<file path="src/rtl/dbi_tx_pkg.sv">
package dbi_tx_pkg;

    localparam int WORD_W = 16;
    localparam int LEN_W  = $clog2(WORD_W + 1);

    typedef enum logic [1:0] {
        FMT_8_LINE = 2'b00,
        FMT_9_BIT  = 2'b01,
        FMT_16_BIT = 2'b10,
        FMT_8_ALT  = 2'b11
    } fmt_e;

    typedef enum logic [1:0] {
        ST_IDLE,
        ST_LOW,
        ST_HIGH,
        ST_HOLD
    } st_e;

    typedef struct packed {
        st_e               st;
        logic [WORD_W-1:0] sh;
        logic [LEN_W-1:0]  left;
        fmt_e              mode;
        logic              cs_n;
        logic              sclk;
        logic              dcx;
        logic              resx_n;
    } core_s;

endpackage

</file>
<file path="src/rtl/dbi_word_fmt.sv">
module dbi_word_fmt
    import dbi_tx_pkg::*;
(
    input  fmt_e              mode,
    input  logic              flag,
    input  logic [7:0]        byte_in,
    output logic [WORD_W-1:0] word,
    output logic [LEN_W-1:0]  len,
    output logic              four_line
);

    // Words are left-aligned so the shifter always emits bit WORD_W-1.
    always_comb begin
        word      = '0;
        len       = LEN_W'(8);
        four_line = 1'b0;
        unique case (mode)
            FMT_9_BIT: begin
                word[WORD_W-1 -: 9] = {flag, byte_in};
                len                 = LEN_W'(9);
            end
            FMT_16_BIT: begin
                word = {7'b0, flag, byte_in};
                len  = LEN_W'(16);
            end
            default: begin
                word[WORD_W-1 -: 8] = byte_in;
                len                 = LEN_W'(8);
                four_line           = 1'b1;
            end
        endcase
    end

endmodule

</file>
<file path="src/rtl/dbi_half_tick.sv">
module dbi_half_tick #(
    parameter int HALF_PERIOD = 2
) (
    input  logic clk,
    input  logic rst_n,
    input  logic run,
    output logic tick
);

    generate
        if (HALF_PERIOD <= 1) begin : g_every
            assign tick = run;
        end else begin : g_count
            localparam int CW = $clog2(HALF_PERIOD);
            logic [CW-1:0] cnt_d, cnt_q;

            always_comb begin
                tick  = run && (cnt_q == CW'(HALF_PERIOD - 1));
                cnt_d = cnt_q;
                if (!run)      cnt_d = '0;
                else if (tick) cnt_d = '0;
                else           cnt_d = cnt_q + 1'b1;
            end

            always_ff @(posedge clk or negedge rst_n) begin
                if (!rst_n) cnt_q <= '0;
                else        cnt_q <= cnt_d;
            end
        end
    endgenerate

endmodule

</file>
<file path="src/rtl/dbi_tx_core.sv">
module dbi_tx_core
    import dbi_tx_pkg::*;
(
    input  logic              clk,
    input  logic              rst_n,
    input  logic              tick,
    input  fmt_e              mode_i,
    input  logic              in_valid,
    input  logic              flag,
    input  logic [WORD_W-1:0] word,
    input  logic [LEN_W-1:0]  len,
    input  logic              four_line,
    input  logic              panel_rst_i,
    output fmt_e              mode_eff,
    output logic              in_ready,
    output logic              run,
    output logic              cs_n,
    output logic              sclk,
    output logic              sdo,
    output logic              dcx,
    output logic              resx_n
);

    core_s q, d;

    localparam core_s RST = '{
        st:     ST_IDLE,
        sh:     '0,
        left:   '0,
        mode:   FMT_8_LINE,
        cs_n:   1'b1,
        sclk:   1'b0,
        dcx:    1'b0,
        resx_n: 1'b0
    };

    always_comb begin
        d        = q;
        in_ready = 1'b0;
        run      = (q.st != ST_IDLE);
        mode_eff = (q.st == ST_IDLE) ? mode_i : q.mode;
        d.resx_n = ~panel_rst_i;

        unique case (q.st)
            ST_IDLE: begin
                in_ready = 1'b1;
            end
            ST_LOW: begin
                if (tick) begin
                    d.sclk = 1'b1;
                    d.st   = ST_HIGH;
                end
            end
            ST_HIGH: begin
                if (tick) begin
                    d.sclk = 1'b0;
                    if (q.left == LEN_W'(1)) begin
                        in_ready = 1'b1;
                        d.st     = ST_HOLD;
                    end else begin
                        d.sh   = {q.sh[WORD_W-2:0], 1'b0};
                        d.left = q.left - 1'b1;
                        d.st   = ST_LOW;
                    end
                end
            end
            ST_HOLD: begin
                if (tick) begin
                    d.cs_n = 1'b1;
                    d.st   = ST_IDLE;
                end
            end
            default: d = RST;
        endcase

        // A byte taken here starts a word, either from idle or back-to-back.
        if (in_ready && in_valid) begin
            d.sh   = word;
            d.left = len;
            d.mode = mode_eff;
            d.cs_n = 1'b0;
            d.dcx  = four_line ? flag : 1'b0;
            d.st   = ST_LOW;
        end
    end

    always_ff @(posedge clk or negedge rst_n) begin
        if (!rst_n) q <= RST;
        else        q <= d;
    end

    assign cs_n   = q.cs_n;
    assign sclk   = q.sclk;
    assign sdo    = q.sh[WORD_W-1];
    assign dcx    = q.dcx;
    assign resx_n = q.resx_n;

endmodule

</file>
<file path="src/rtl/dbi_serial_tx.sv">
module dbi_serial_tx
    import dbi_tx_pkg::*;
#(
    parameter int HALF_PERIOD = 2
) (
    input  logic       clk,
    input  logic       rst_n,
    input  logic [1:0] mode_i,
    input  logic       in_valid,
    output logic       in_ready,
    input  logic [7:0] in_data,
    input  logic       in_is_data,
    input  logic       panel_rst_i,
    output logic       cs_n_o,
    output logic       sclk_o,
    output logic       sdo_o,
    output logic       dcx_o,
    output logic       resx_n_o
);

    fmt_e              mode_eff;
    logic [WORD_W-1:0] word;
    logic [LEN_W-1:0]  len;
    logic              four_line;
    logic              run;
    logic              tick;

    dbi_word_fmt i_fmt (
        .mode      (mode_eff),
        .flag      (in_is_data),
        .byte_in   (in_data),
        .word      (word),
        .len       (len),
        .four_line (four_line)
    );

    dbi_half_tick #(.HALF_PERIOD(HALF_PERIOD)) i_tick (
        .clk   (clk),
        .rst_n (rst_n),
        .run   (run),
        .tick  (tick)
    );

    dbi_tx_core i_core (
        .clk         (clk),
        .rst_n       (rst_n),
        .tick        (tick),
        .mode_i      (fmt_e'(mode_i)),
        .in_valid    (in_valid),
        .flag        (in_is_data),
        .word        (word),
        .len         (len),
        .four_line   (four_line),
        .panel_rst_i (panel_rst_i),
        .mode_eff    (mode_eff),
        .in_ready    (in_ready),
        .run         (run),
        .cs_n        (cs_n_o),
        .sclk        (sclk_o),
        .sdo         (sdo_o),
        .dcx         (dcx_o),
        .resx_n      (resx_n_o)
    );

endmodule

</file>
<file path="config.mk">
export PLATFORM = sky130hd
export DESIGN_NAME = dbi_serial_tx
export DESIGN_NICKNAME = d
export VERILOG_FILES = /design/src/rtl/dbi_tx_pkg.sv /design/src/rtl/dbi_word_fmt.sv /design/src/rtl/dbi_half_tick.sv /design/src/rtl/dbi_tx_core.sv /design/src/rtl/dbi_serial_tx.sv
export SDC_FILE = /design/constraint.sdc
export NUM_CORES = 1
export LEC_CHECK = 0
export BUFFER_PORTS_ARGS = -buffer_cell sky130_fd_sc_hd__buf_2
export CAP_MARGIN = 30
export CORE_MARGIN = 2
export CORE_UTILIZATION = 45
export CTS_CLUSTER_DIAMETER = 100
export DETAILED_ROUTE_END_ITERATION = 6
export PLACE_DENSITY_LB_ADDON = 0.3
export SYNTH_ARGS = -nofsm -noshare
export SYNTH_HDL_FRONTEND = slang
export SYNTH_SLANG_ARGS = --single-unit
</file>
<file path="constraint.sdc">
create_clock -name clk -period 2.74 [get_ports clk]
set_input_delay 0.274 -clock clk [delete_from_list [all_inputs] [get_ports clk]]
set_output_delay 0.274 -clock clk [all_outputs]
set_load 0.02 [all_outputs]
</file>
Yosys cells after proc, flatten, opt, wreduce, memory -nomap -nowiden
Cells that the tools add are included.

Register bits after elaboration: 30. Input bits: 15. Output and inout bits: 6. Word-level logic and storage cells: 61.

Add/sub/neg operators: 2. Eq/ne operators: 12. Muxes and demuxes: 23. Bitwise gates (word level): 1. Reduce and logical (&&, ||, !) cells: 14.

Operators by type and width (number): 21-bit two-way mux (2); 26-bit two-way mux (1); 23-bit two-way mux (1); 8-bit case mux with 2 select lines (1); 5-bit case mux with 2 select lines (1); 2-bit nonzero test (5); 3-bit by 1-bit != test with 1-bit output, second input constant (3); 1-bit two-way mux (8); 2-bit two-way mux (4); 7-bit two-way mux (1); 2-bit equality test, second input constant (3); 1-bit case mux with 2 select lines (3); 2-bit case mux with 3 select lines (1); 3-bit AND reduction (2); 5-bit by 1-bit equality test with 1-bit output, second input constant (1); 5-bit by 1-bit subtractor with 5-bit output, second input constant (1); 2-bit by 1-bit equality test with 1-bit output, second input constant (2); 2-bit by 1-bit != test with 1-bit output, second input constant (2); 4-bit AND reduction (1); 4-bit nonzero test (1); 1-bit logical AND (2); 2-bit zero test (1); 2-bit != test, second input constant (1); 2-bit AND reduction (1); 3 further kinds (3).

Longest topological paths before layout
Depth after elaboration: 7. Mapped depth: 11. Depth with buffers taken out: 9.

Cells and area by module
A second synthesis with hierarchy kept.

Cell total of the unflattened synthesis: 190. Area total of the unflattened synthesis: 1762.9 um^2.

Modules (own cells, without submodules): dbi_tx_core (times used 1, cells each 152, area an instance 1475.2 um^2, sequential area each 726.9 um^2); dbi_word_fmt (times used 1, cells each 35, area an instance 246.5 um^2, sequential area each 0.0 um^2); dbi_half_tick (times used 1, cells each 3, area an instance 41.3 um^2, sequential area each 25.0 um^2).

Least setup slack after synthesis
Ideal clock, no wire load.

Kind: register -> register. Start: register i_core.q[27] in the netlist's numbering. End: register i_core.q[19] in the netlist's numbering. Setup time: 0.137 ns. Data arrival time: 2.039 ns. Path slack: 0.564 ns. Stages on the path, launching flop included: 11. Buffers on the path: 2. Clock period less this slack: 2.176 ns. Cells stage by stage: dfrtp_1 inv_1 ha_1 buf_2 mux2i_1 inv_1 ha_1 clkbuf_1 nor2_1 a211oi_1 a21oi_1.

Elaborated cells on any way between the ends: 16. Classes of those cells: eq/ne: 4; mux: 5; reduce/logical: 7.

RTL lines: start, declared (RTL line dbi_tx_core.sv:24) `core_s q, d;`; start signal, assigned (RTL line dbi_tx_core.sv:88) `if (!rst_n) q <= RST;`; start signal, assigned (RTL line dbi_tx_core.sv:89) `else q <= d;`; 2-bit zero test * (RTL line dbi_tx_core.sv:41) `mode_eff = (q.st == ST_IDLE) ? mode_i : q.mode;`; 2-bit two-way mux * (RTL line dbi_tx_core.sv:41); via i_core.mode_eff[1] (RTL line dbi_tx_core.sv:14) `output fmt_e mode_eff,`; 2-bit equality test / 2-bit by 1-bit equality test with 1-bit output (equally long branches) (RTL line dbi_word_fmt.sv:17) `unique case (mode)`; 8-bit case mux with 2 select lines * (RTL line dbi_word_fmt.sv:17); 26-bit two-way mux * (RTL line dbi_tx_core.sv:77) `if (in_ready && in_valid) begin`.

The timed path passes the listed nets; every way through them passes the cells marked *. A chain may end at the register's enable or synchronous reset.

Final worst setup path
Start: register i_core.q[27] in the netlist's numbering. End: register i_core.q[21] in the netlist's numbering.

The elaborated chain is that of the path after synthesis.

==> metrics.log <==
INFO  metric run_status = complete, no violations
INFO  metric dr.first_iter.drc_count = between 50 and 60
INFO  metric drive_gt1_share = 19.4%
INFO  metric clockRootBuffer = clkbuf_8
INFO  metric firstDrtPassIters = 4
INFO  metric timing.critical_path.cells = inv_1 -> ha_2 -> mux2i_1 -> inv_1 -> ha_1 -> nor2b_1 -> a221oi_1 -> a21oi_1
INFO  metric timing_worst_slew_pin_value = around 0.67 ns
INFO  metric worst_rel_slew_slack = 55.5%
INFO  metric peak_vdd_ir = 0.000609 V
INFO  metric async_reset_ff_share = 100%
INFO  metric fmax = approximately 0.4 GHz
INFO  metric pin_count_of_the_biggest_net_entering_global_routing = 31
INFO  metric gr-total-overflow = 0
INFO  metric finalNonFillerCells = between 200 and 250
INFO  metric post-route-period-util = roughly 90%
INFO  metric synth_enable_flop_cells = 0
INFO  metric setup_total_negative_slack = 0 ns
INFO  metric yosys.area.top_type_share = a little over two fifths
INFO  metric fill_cell_count = about 350
INFO  metric finalCoreUtilization = around 53%
INFO  metric detailed_place_hpwl = approximately 2500 µm
INFO  metric pwr-share-comb = about half
INFO  metric post_synth_main_area_contributors = dfrtp_1, mux2i_1, ha_1, nand3_1, nand2_1
INFO  metric cpMaxStageDelayCell = ha_1
INFO  metric data_required_time_at_the_worst_endpoint = around 2.9 ns
INFO  metric initial_antenna_violation_count = 0
INFO  metric netlist_instances = 172
INFO  metric gpl.final_weighted_congestion = around 0.8
INFO  metric seq_power_share = 34.7%
INFO  metric wl_per_cell = around 14 µm
INFO  metric met2WireLength = ~1600 µm
INFO  metric synth_area = 1740 µm²
INFO  metric fin_total_pwr = 0.00225 W
INFO  metric setup_viol = 0
INFO  metric timing.setup.critical_path_class = register to register
INFO  metric detail_route.wirelength.met1 = between 1500 and 2000 µm
INFO  metric fp.dieH = ~66 µm
INFO  metric max_cap_violations = 0
INFO  metric areaGrowthSynthToFinish = 11.1%
INFO  metric power_density = 1160 nW/µm²
INFO  metric dpl.cell_count = between 200 and 250
INFO  metric syn_avg_cell_area = between 10 and 15 µm²
INFO  metric layout.nets = about 220
INFO  metric yosys_register_bits = 30
INFO  metric number_of_vias_in_the_routed_layout = around 1,300
INFO  metric yosysWarningCount = 0
INFO  metric synthMostInstantiatedCell = dfrtp_1
INFO  metric highest_layer = met4
INFO  metric std_cell_rows = 22
INFO  metric antennaDiodeCount = 0
INFO  metric globalRouteTotalUtil = ~18%
INFO  metric grt_pass1_vias = around 1,300
INFO  metric final_worst_path_period_need = 2.46 ns
INFO  metric drt_drc_violations_left = 0
INFO  metric antenna_violating_nets_post_route = 0
INFO  metric maximum_clock_skew_at_final_layout = about 0.0064 ns
INFO  metric critical_path.top_delay_family = adder cells
INFO  metric grt_pass1_wl = about 6000 µm
INFO  metric timing.hold.worst.class = input port to asynchronous set/reset pin
INFO  metric critical_path.max_fanout = 14
INFO  metric port-buffer-count = 20
INFO  metric cp-start-kind = register
INFO  metric end_kind = register
INFO  metric report.final.hold_viol_count = 0
INFO  metric floorplan.die_area = about 4400 µm²
INFO  metric ys_dominant_reg_cell = dfrtp_1
INFO  metric critical_path.most_common_cell = inv_1
INFO  metric arrival = 2.61 ns
INFO  metric synth.top_cells.by_count = dfrtp_1, mux2i_1, nand2_1, nand3_1
INFO  metric ios = 21
INFO  metric power_report.internal_total = about 0.0013 W
INFO  metric cts-root-to-sink-buffers = 2
INFO  metric fp.coreArea = between 3000 and 4000 µm²
INFO  metric floorplan_die_width = around 66 µm
INFO  metric cts_tree = built
INFO  metric floorplan.initialDensity = 47.3%
INFO  metric drv_slew = 0
INFO  metric drt_wl_total = 3430 µm
INFO  metric yosysUniqueCellTypes = between 40 and 50
INFO  metric htree_num_levels = 2
INFO  metric clk_pin_slew = 0.06 ns
INFO  metric cts_hold_buf = 0
INFO  metric wl_met3 = roughly 100 µm
INFO  metric multi_input_comb_area = roughly 900 µm²
INFO  metric cell_type_with_the_largest_total_area_after_synthesis = dfrtp_1
INFO  metric clock_latency_late_sink = between 0.2 and 0.3 ns
INFO  metric power.share.clock = ~16%
INFO  metric timing.critical_path.slowest_cell_delay = a little over 0.5 ns
INFO  metric register_area = approximately 750 µm²
INFO  metric static-leakage-power = 0.960 nW
INFO  metric synth-seq-area-share = 43.1%
INFO  metric sink_count = 30
INFO  metric mappedNetlistNets = a little under 200
INFO  metric power.switching_fraction = around two fifths
INFO  metric cp_num_buf_inv = 2
INFO  metric final.hold.worst_slack = between 0.03 and 0.04 ns
INFO  metric num_cts_buffers = 5
INFO  metric grt_setup_unrepaired = false
INFO  metric net-switching-power = between 0.0009 and 0.001 W
INFO  metric routed_via_density = roughly 5.5
[per-layer routing]
metal | vias up | GRT usage [%]
met5 | - | 0
met4 | 0 | 6.89
met3 | 2 | 4.94
met2 | 17 | 28.6
met1 | 630 | 24.3
li1 | 662 | -
[worst paths after layout]
check                                              start                  endpoint  slack [ns]  cells after the start
worst min-delay path                               rst_n   i_core.sclk$_DFFE_PN0P_        0.03                      1
min in group clk                             panel_rst_i   i_core.resx_n$_DFF_PN0_        0.15                      2
worst max register to register  i_core.q[27]$_DFFE_PN0P_  i_core.q[21]$_DFFE_PN0P_        0.28                      8
worst min register to register    i_core.dcx$_DFFE_PN0N_    i_core.dcx$_DFFE_PN0N_        0.46                      2
worst max-delay path            i_core.q[27]$_DFFE_PN0P_  i_core.q[21]$_DFFE_PN0P_        0.28                      8
max in group asynchronous                          rst_n   i_core.resx_n$_DFF_PN0_        2.27                      1
[through the flow]
stage / cell area, µm² / setup slack [ns]
after floorplan: 1740 / 0.564
after global placement: 1850 / 0.302
after detailed placement: 1850 / 0.166
after CTS: 1940 / 0.158
after global routing: 1940 / 0.0510
final: 1940 / 0.283
[timing repair]
action | in CTS | in global routing
buffers inserted | 0 | 0
gates resized for setup | 0 | 1
endpoints found under the setup margin | 0 | 5
[kinds of logic (layout without fill, tap and decap cells)]
logic type               count (synthesis)  after routing  synth area share (%)
AO/OA/AOI/OAI                           44             44                  16.4
flip-flops                              30             30                  43.1
adder cells (fa/ha/maj)                 10             10                  7.17
AND/OR/NAND/NOR                         49             49                  14.8
buffers and inverters                   18             37                  6.46
multiplexers                            20             20                  11.6
XOR/XNOR                                 1              1                 0.502
[sequential cells by signal, indices dropped and copies added (netlist names)]
| signal | count |
|---|---|
| i_core.sdo | 1 |
| i_core.dcx | 1 |
| i_core.sclk | 1 |
| i_tick.g_count.cnt_q | 1 |
| i_core.resx_n | 1 |
| i_core.q | 24 |
| i_core.cs_n | 1 |
[power by group through the flow]
| stage | sequential [W] | clock, W | combinational, W |
|---|---|---|---|
| 3_3_place_gp | 0.000778 | 0 | 0.00106 |
| 4_1_cts | 0.000780 | 0.000373 | 0.00111 |
| 6_report | 0.000779 | 0.000357 | 0.00111 |
| 2_1_floorplan | 0.000790 | 0 | 0.000871 |
| 5_1_grt | 0.000814 | 0.000395 | 0.00125 |
| 3_5_place_dp | 0.000789 | 0 | 0.00110 |
[cell usage in the layout (no fill, tap or decap), drive strengths merged, types with 2 or more instances in the layout]
cell	count
nor2	9
dfrtp	29
a22o	2
buf	22
inv	7
nand3	13
a221oi	5
mux2	2
ha	10
a21oi	11
o21ai	14
nand2	16
clkbuf	8
nand4	2
nor2b	2
a22oi	4
mux2i	18
[area by class of cell]
class                   count  area share (%)
well taps                  48            3.10
flip-flops and latches     30            38.8
multi-input cells         124            45.5
repair buffers             22            6.58
clock buffers               8            4.65
inverters                   7            1.36
Power figures use the tool's default switching activity.
